$ cat src/rtl/trs_pkg.sv
package trs_pkg;

  localparam int unsigned TS_W       = 40;
  localparam int unsigned PS_W       = 12;
  localparam logic [11:0] PS_KEEP    = 12'hF3F;
  localparam int unsigned PS_AG_BIT  = 0;

  // Fold the saved pointer into range, then reverse it.
  function automatic logic [7:0] cwp_unsave(input logic [7:0] f, input int unsigned nwin);
    int unsigned v;
    v = int'(f);
    if (v >= nwin) v = v % nwin;
    return 8'(nwin - 1 - v);
  endfunction

  // Bank-select code from a state value: {b11,b10,b0}.
  function automatic logic [2:0] bank_code(input logic [11:0] ps);
    return {ps[11], ps[10], ps[0]};
  endfunction

endpackage

$ cat src/rtl/trs_pc_sel.sv
module trs_pc_sel #(
  parameter int unsigned PC_W = 64
) (
  input  logic            is_retry,
  input  logic [PC_W-1:0] saved_pc,
  input  logic [PC_W-1:0] saved_npc,
  output logic [PC_W-1:0] pc_n,
  output logic [PC_W-1:0] npc_n
);
  always_comb begin
    if (is_retry) begin
      pc_n  = saved_pc;
      npc_n = saved_npc;
    end else begin
      pc_n  = saved_npc;
      npc_n = saved_npc + PC_W'(4);
    end
  end
endmodule

$ cat src/rtl/trs_unpack.sv
module trs_unpack
  import trs_pkg::*;
#(
  parameter int unsigned NWIN    = 8,
  parameter int unsigned WIN_W   = 3,
  parameter bit          GL_FEAT = 1'b0
) (
  input  logic [TS_W-1:0]  word,
  output logic [7:0]       ccr_n,
  output logic [7:0]       asi_n,
  output logic [PS_W-1:0]  ps_n,
  output logic [WIN_W-1:0] cwp_n
);
  logic [PS_W-1:0] ps_masked;
  logic [7:0]      cwp_full;
  logic            unused_gap;

  assign ccr_n      = word[39:32];
  assign asi_n      = word[31:24];
  assign unused_gap = ^word[23:20];
  assign ps_masked  = word[19:8] & PS_KEEP;
  assign cwp_full   = cwp_unsave(word[7:0], NWIN);
  assign cwp_n      = WIN_W'(cwp_full);

  generate
    if (GL_FEAT) begin : g_gl
      always_comb begin
        ps_n = ps_masked;
        ps_n[PS_AG_BIT] = 1'b0;
      end
    end else begin : g_nogl
      assign ps_n = ps_masked;
    end
  endgenerate
endmodule

$ cat src/rtl/trs_bank_cmp.sv
module trs_bank_cmp
  import trs_pkg::*;
(
  input  logic [PS_W-1:0] ps_old,
  input  logic [PS_W-1:0] ps_new,
  output logic            differ,
  output logic [2:0]      code_old,
  output logic [2:0]      code_new
);
  assign code_old = bank_code(ps_old);
  assign code_new = bank_code(ps_new);
  assign differ   = (code_old != code_new);
endmodule

$ cat src/rtl/trs_restore.sv
module trs_restore
  import trs_pkg::*;
#(
  parameter int unsigned NWIN    = 8,
  parameter int unsigned MAXTL   = 5,
  parameter int unsigned PC_W    = 64,
  parameter bit          GL_FEAT = 1'b0,
  localparam int unsigned WIN_W  = $clog2(NWIN),
  localparam int unsigned TL_W   = $clog2(MAXTL + 1),
  localparam int unsigned IDX_W  = $clog2(MAXTL)
) (
  input  logic                       clk,
  input  logic                       rst_n,
  input  logic                       trap_take,
  input  logic                       ret_valid,
  input  logic                       ret_retry,
  input  logic [MAXTL-1:0][PC_W-1:0] tpc_tab,
  input  logic [MAXTL-1:0][PC_W-1:0] tnpc_tab,
  input  logic [MAXTL-1:0][TS_W-1:0] tstate_tab,
  output logic [PC_W-1:0]            pc,
  output logic [PC_W-1:0]            npc,
  output logic [7:0]                 ccr,
  output logic [7:0]                 asi,
  output logic [PS_W-1:0]            pstate,
  output logic [WIN_W-1:0]           cwp,
  output logic [TL_W-1:0]            tl,
  output logic                       restored,
  output logic                       bank_swap,
  output logic [2:0]                 bank_old,
  output logic [2:0]                 bank_new
);
  // Named events, also observed by the bound checker.
  logic             ret_fire;
  logic             take_fire;
  logic [IDX_W-1:0] lvl_idx;

  assign ret_fire  = ret_valid && (tl != '0);
  assign take_fire = trap_take && !ret_valid && (tl != TL_W'(MAXTL));
  assign lvl_idx   = IDX_W'(tl - TL_W'(1));

  logic [PC_W-1:0]  pc_n, npc_n;
  logic [7:0]       ccr_n, asi_n;
  logic [PS_W-1:0]  ps_n;
  logic [WIN_W-1:0] cwp_n;
  logic             swap_n;
  logic [2:0]       code_old_n, code_new_n;

  trs_pc_sel #(.PC_W(PC_W)) u_pc_sel (
    .is_retry (ret_retry),
    .saved_pc (tpc_tab[lvl_idx]),
    .saved_npc(tnpc_tab[lvl_idx]),
    .pc_n     (pc_n),
    .npc_n    (npc_n)
  );

  trs_unpack #(.NWIN(NWIN), .WIN_W(WIN_W), .GL_FEAT(GL_FEAT)) u_unpack (
    .word (tstate_tab[lvl_idx]),
    .ccr_n(ccr_n),
    .asi_n(asi_n),
    .ps_n (ps_n),
    .cwp_n(cwp_n)
  );

  trs_bank_cmp u_bank_cmp (
    .ps_old  (pstate),
    .ps_new  (ps_n),
    .differ  (swap_n),
    .code_old(code_old_n),
    .code_new(code_new_n)
  );

  always_ff @(posedge clk) begin
    if (!rst_n) begin
      pc        <= '0;
      npc       <= '0;
      ccr       <= '0;
      asi       <= '0;
      pstate    <= '0;
      cwp       <= '0;
      tl        <= '0;
      restored  <= 1'b0;
      bank_swap <= 1'b0;
      bank_old  <= '0;
      bank_new  <= '0;
    end else begin
      restored  <= ret_fire;
      bank_swap <= ret_fire && swap_n;
      if (ret_fire) begin
        pc       <= pc_n;
        npc      <= npc_n;
        ccr      <= ccr_n;
        asi      <= asi_n;
        pstate   <= ps_n;
        cwp      <= cwp_n;
        tl       <= tl - TL_W'(1);
        bank_old <= code_old_n;
        bank_new <= code_new_n;
      end else if (take_fire) begin
        tl <= tl + TL_W'(1);
      end
    end
  end
endmodule

$ cat config.mk
export PLATFORM = sky130hd
export DESIGN_NAME = trs_restore
export DESIGN_NICKNAME = d
export VERILOG_FILES = /design/src/rtl/trs_pkg.sv /design/src/rtl/trs_pc_sel.sv /design/src/rtl/trs_unpack.sv /design/src/rtl/trs_bank_cmp.sv /design/src/rtl/trs_restore.sv
export SDC_FILE = /design/constraint.sdc
export NUM_CORES = 1
export LEC_CHECK = 0
export BUFFER_PORTS_ARGS = -buffer_cell sky130_fd_sc_hd__buf_2
export CAP_MARGIN = 20
export CORE_AREA = 10 10 389 391
export CTS_CLUSTER_DIAMETER = 120
export DETAILED_ROUTE_END_ITERATION = 10
export DIE_AREA = 0 0 399 401
export PLACE_DENSITY = 0.38
export SYNTH_ARGS = -nofsm -noshare
export SYNTH_HDL_FRONTEND = slang
export SYNTH_HIERARCHICAL = 1
export SYNTH_SLANG_ARGS = --single-unit
export TNS_END_PERCENT = 5
$ cat constraint.sdc
create_clock -name clk -period 5 [get_ports clk]
set_input_delay 0.75 -clock clk [delete_from_list [all_inputs] [get_ports clk]]
set_output_delay 0.75 -clock clk [all_outputs]
set_load 0.1 [all_outputs]
==> impl_metrics.env <==
export IMPL_status="finished clean"
export IMPL_setup_tns_ns=0
export IMPL_postCtsHoldBufs=0
export IMPL_internal_power_mw=4.25
export IMPL_fmax_mhz=238
export IMPL_clk_pin_slew_ns=0.08
export IMPL_vias=18600
export IMPL_tritoncts="built"
export IMPL_pwr_share_clk=0.155
export IMPL_post_route_cell_area_um2=23100
export IMPL_finalPower_mw=9.63
export IMPL_start_util=0.112
export IMPL_cts_setup_buffers=0
export IMPL_grt_pass1_wl_mm=149
export IMPL_insertion_delay_ns=0.54
export IMPL_setup_viol=0
export IMPL_drive_above_1_share=0.387
export IMPL_cp_slowest_cell="nand3_2"
export IMPL_antenna_found_initial=76
export IMPL_grt_max_degree=89
export IMPL_grt_pass1_vias=19300
export IMPL_synth_cells=2172
export IMPL_worstMarginPinSlew_ns=0.865
export IMPL_cp_end_kind="flip-flop"
export IMPL_p_seq_frac=0.167
export IMPL_cp_depth=15
export IMPL_relSlewSlack=0.423
export IMPL_rsz0062_at_grt="no"
export IMPL_wl_per_cell_um=22.6
export IMPL_ir_worst_vdd_v=0.000234
export IMPL_crit_buf_inv=3
export IMPL_min_period_ns=4.20
export IMPL_p_leak_nw=10.7
export IMPL_final_util=0.161
export IMPL_final_period_utilization=0.840
export IMPL_crit_type="reg -> reg"
export IMPL_ant_nets=0
export IMPL_ios=1015
export IMPL_maxSlewViolCount=0
export IMPL_die_area_um2=160000
export IMPL_hold_viol=0
export IMPL_die_x_um=399
export IMPL_ctsResizeCount=0
export IMPL_core_area_um2=143000
export IMPL_place_hpwl_mm=92.3
export IMPL_synth_area_um2=16000
export IMPL_wl_mm=110
export IMPL_max_stage_delay_ns=0.40
export IMPL_grt_usage=0.131
export IMPL_swShare=0.559
export IMPL_comb_power_share=0.678
export IMPL_io_buffers=959
export IMPL_power_density_nw_per_um2=418
export IMPL_cts_max_level=4
export IMPL_drc=0
export IMPL_nNetsFinal=3807
export IMPL_start_kind="flip-flop"
export IMPL_crit_family="simple AND/OR/NAND/NOR gates"
export IMPL_max_cap_viol_count=0
export IMPL_ys_warn_count=6
export IMPL_timing_critical_path_cells="inv_1 -> ha_1 -> xor2_4 -> buf_12 -> nand3_1 -> o21ai_0 -> a21o_1 -> nand4_2 -> nor4_4 -> buf_4 -> nand3_2 -> nor2_1 -> xor2_1 -> nand2_1 -> a21oi_1"
export IMPL_place_congestion=0.806
export IMPL_avgSynthCellArea_um2=7.35
export IMPL_place_area_um2=22400
export IMPL_arrival_ns=4.64
export IMPL_area_delta_synth_final_pct=44.4
export IMPL_holdWs_ns=0.450
export IMPL_first_pass_iters=5
export IMPL_cts_root_buf="clkbuf_16"
export IMPL_cts_sinks=170
export IMPL_worstRegToRegCells=15
export IMPL_switchingPower_mw=5.38
export IMPL_first_iter_violations=827
export IMPL_hp_class="reg -> reg"
export IMPL_max_clock_path_buffers=2
export IMPL_fillers=16700
export IMPL_crit_path_max_fanout=70
export IMPL_cp_required_ns=5.44
export IMPL_avgViaCountPerCell=3.81
export IMPL_min_delay_path_depth=2
export IMPL_skew_ns=0.0325
export IMPL_grt_overflow=0
export IMPL_num_rows=139
export IMPL_numCtsBuffers=17
export IMPL_die_y_um=401
==> cell usage in the layout, fill, tap and decap left out, drive strengths merged, types with 40 or more instances in the layout <==
cell / count
dfxtp: 170
nor3: 176
xor2: 40
a21o: 157
nand3: 180
o21ai: 163
mux2i: 315
buf: 1019
nand2: 367
mux2: 61
a21oi: 166
==> worst reg2reg max path: stages, from the launching register on <==
cell and delay, ns:
dfxtp_1 0.33, inv_1 0.15, ha_1 0.29, xor2_4 0.37
buf_12 0.31, nand3_1 0.16, o21ai_0 0.12, a21o_1 0.26
nand4_2 0.20, nor4_4 0.30, buf_4 0.31, nand3_2 0.42
nor2_1 0.27, xor2_1 0.38, nand2_1 0.11, a21oi_1 0.13
==> sequential cells by signal (all words and copies together) (netlist names) <==
signal and cells:
ccr 8, npc 64, bank_old 3, tl 3, cwp 3, restored 1
pc 64, asi 8, pstate 12, bank_swap 1, bank_new 3
==> area by class of cell <==
cell class / instances / area (um^2) / share of cell area
Multi-Input combinational cell: 1736 / 11200 / 0.484
Timing Repair Buffer: 1019 / 5430 / 0.235
Sequential cell: 170 / 3410 / 0.148
Tap cell: 1903 / 2380 / 0.103
Clock buffer: 20 / 467 / 0.0202
Clock inverter: 12 / 125 / 0.00543
Inverter: 13 / 56.3 / 0.00244
Antenna cell: 8 / 20.0 / 0.000868
==> power by group through the flow <==
| stage | Clock [mW] | Combinational, mW | Sequential, mW |
|---|---|---|---|
| CTS | 1.61 | 6.73 | 1.61 |
| detailed placement | 0 | 6.71 | 1.64 |
| finish | 1.49 | 6.53 | 1.61 |
| global route | 1.63 | 7.15 | 1.63 |
| floorplan | 0 | 3.70 | 2.82 |
| global placement | 0 | 6.70 | 1.64 |
==> final timing paths <==
check | from | to | slack (ns)
max reg2reg | tl[1] | npc[33] | 0.80
min | pc[31] | pc[31] | 0.45
max | tl[1] | npc[33] | 0.80
min reg2reg | pc[31] | pc[31] | 0.45
==> metal layers <==
layer,vias to the layer above,track usage,wire length [um]
met5,-,0,101
met4,14,0.0252,1620
met3,128,0.0402,7730
met2,633,0.234,55200
met1,8608,0.153,45600
li1,9226,-,-
==> stage by stage <==
stage	setup slack (ns)	std cells
after CTS	0.537	4873
after detailed placement	0.559	4841
after global placement	0.581	4841
final	0.802	4881
after global routing	0.372	4878
after floorplan	0.488	2173
(Power assumes the default switching activity.)
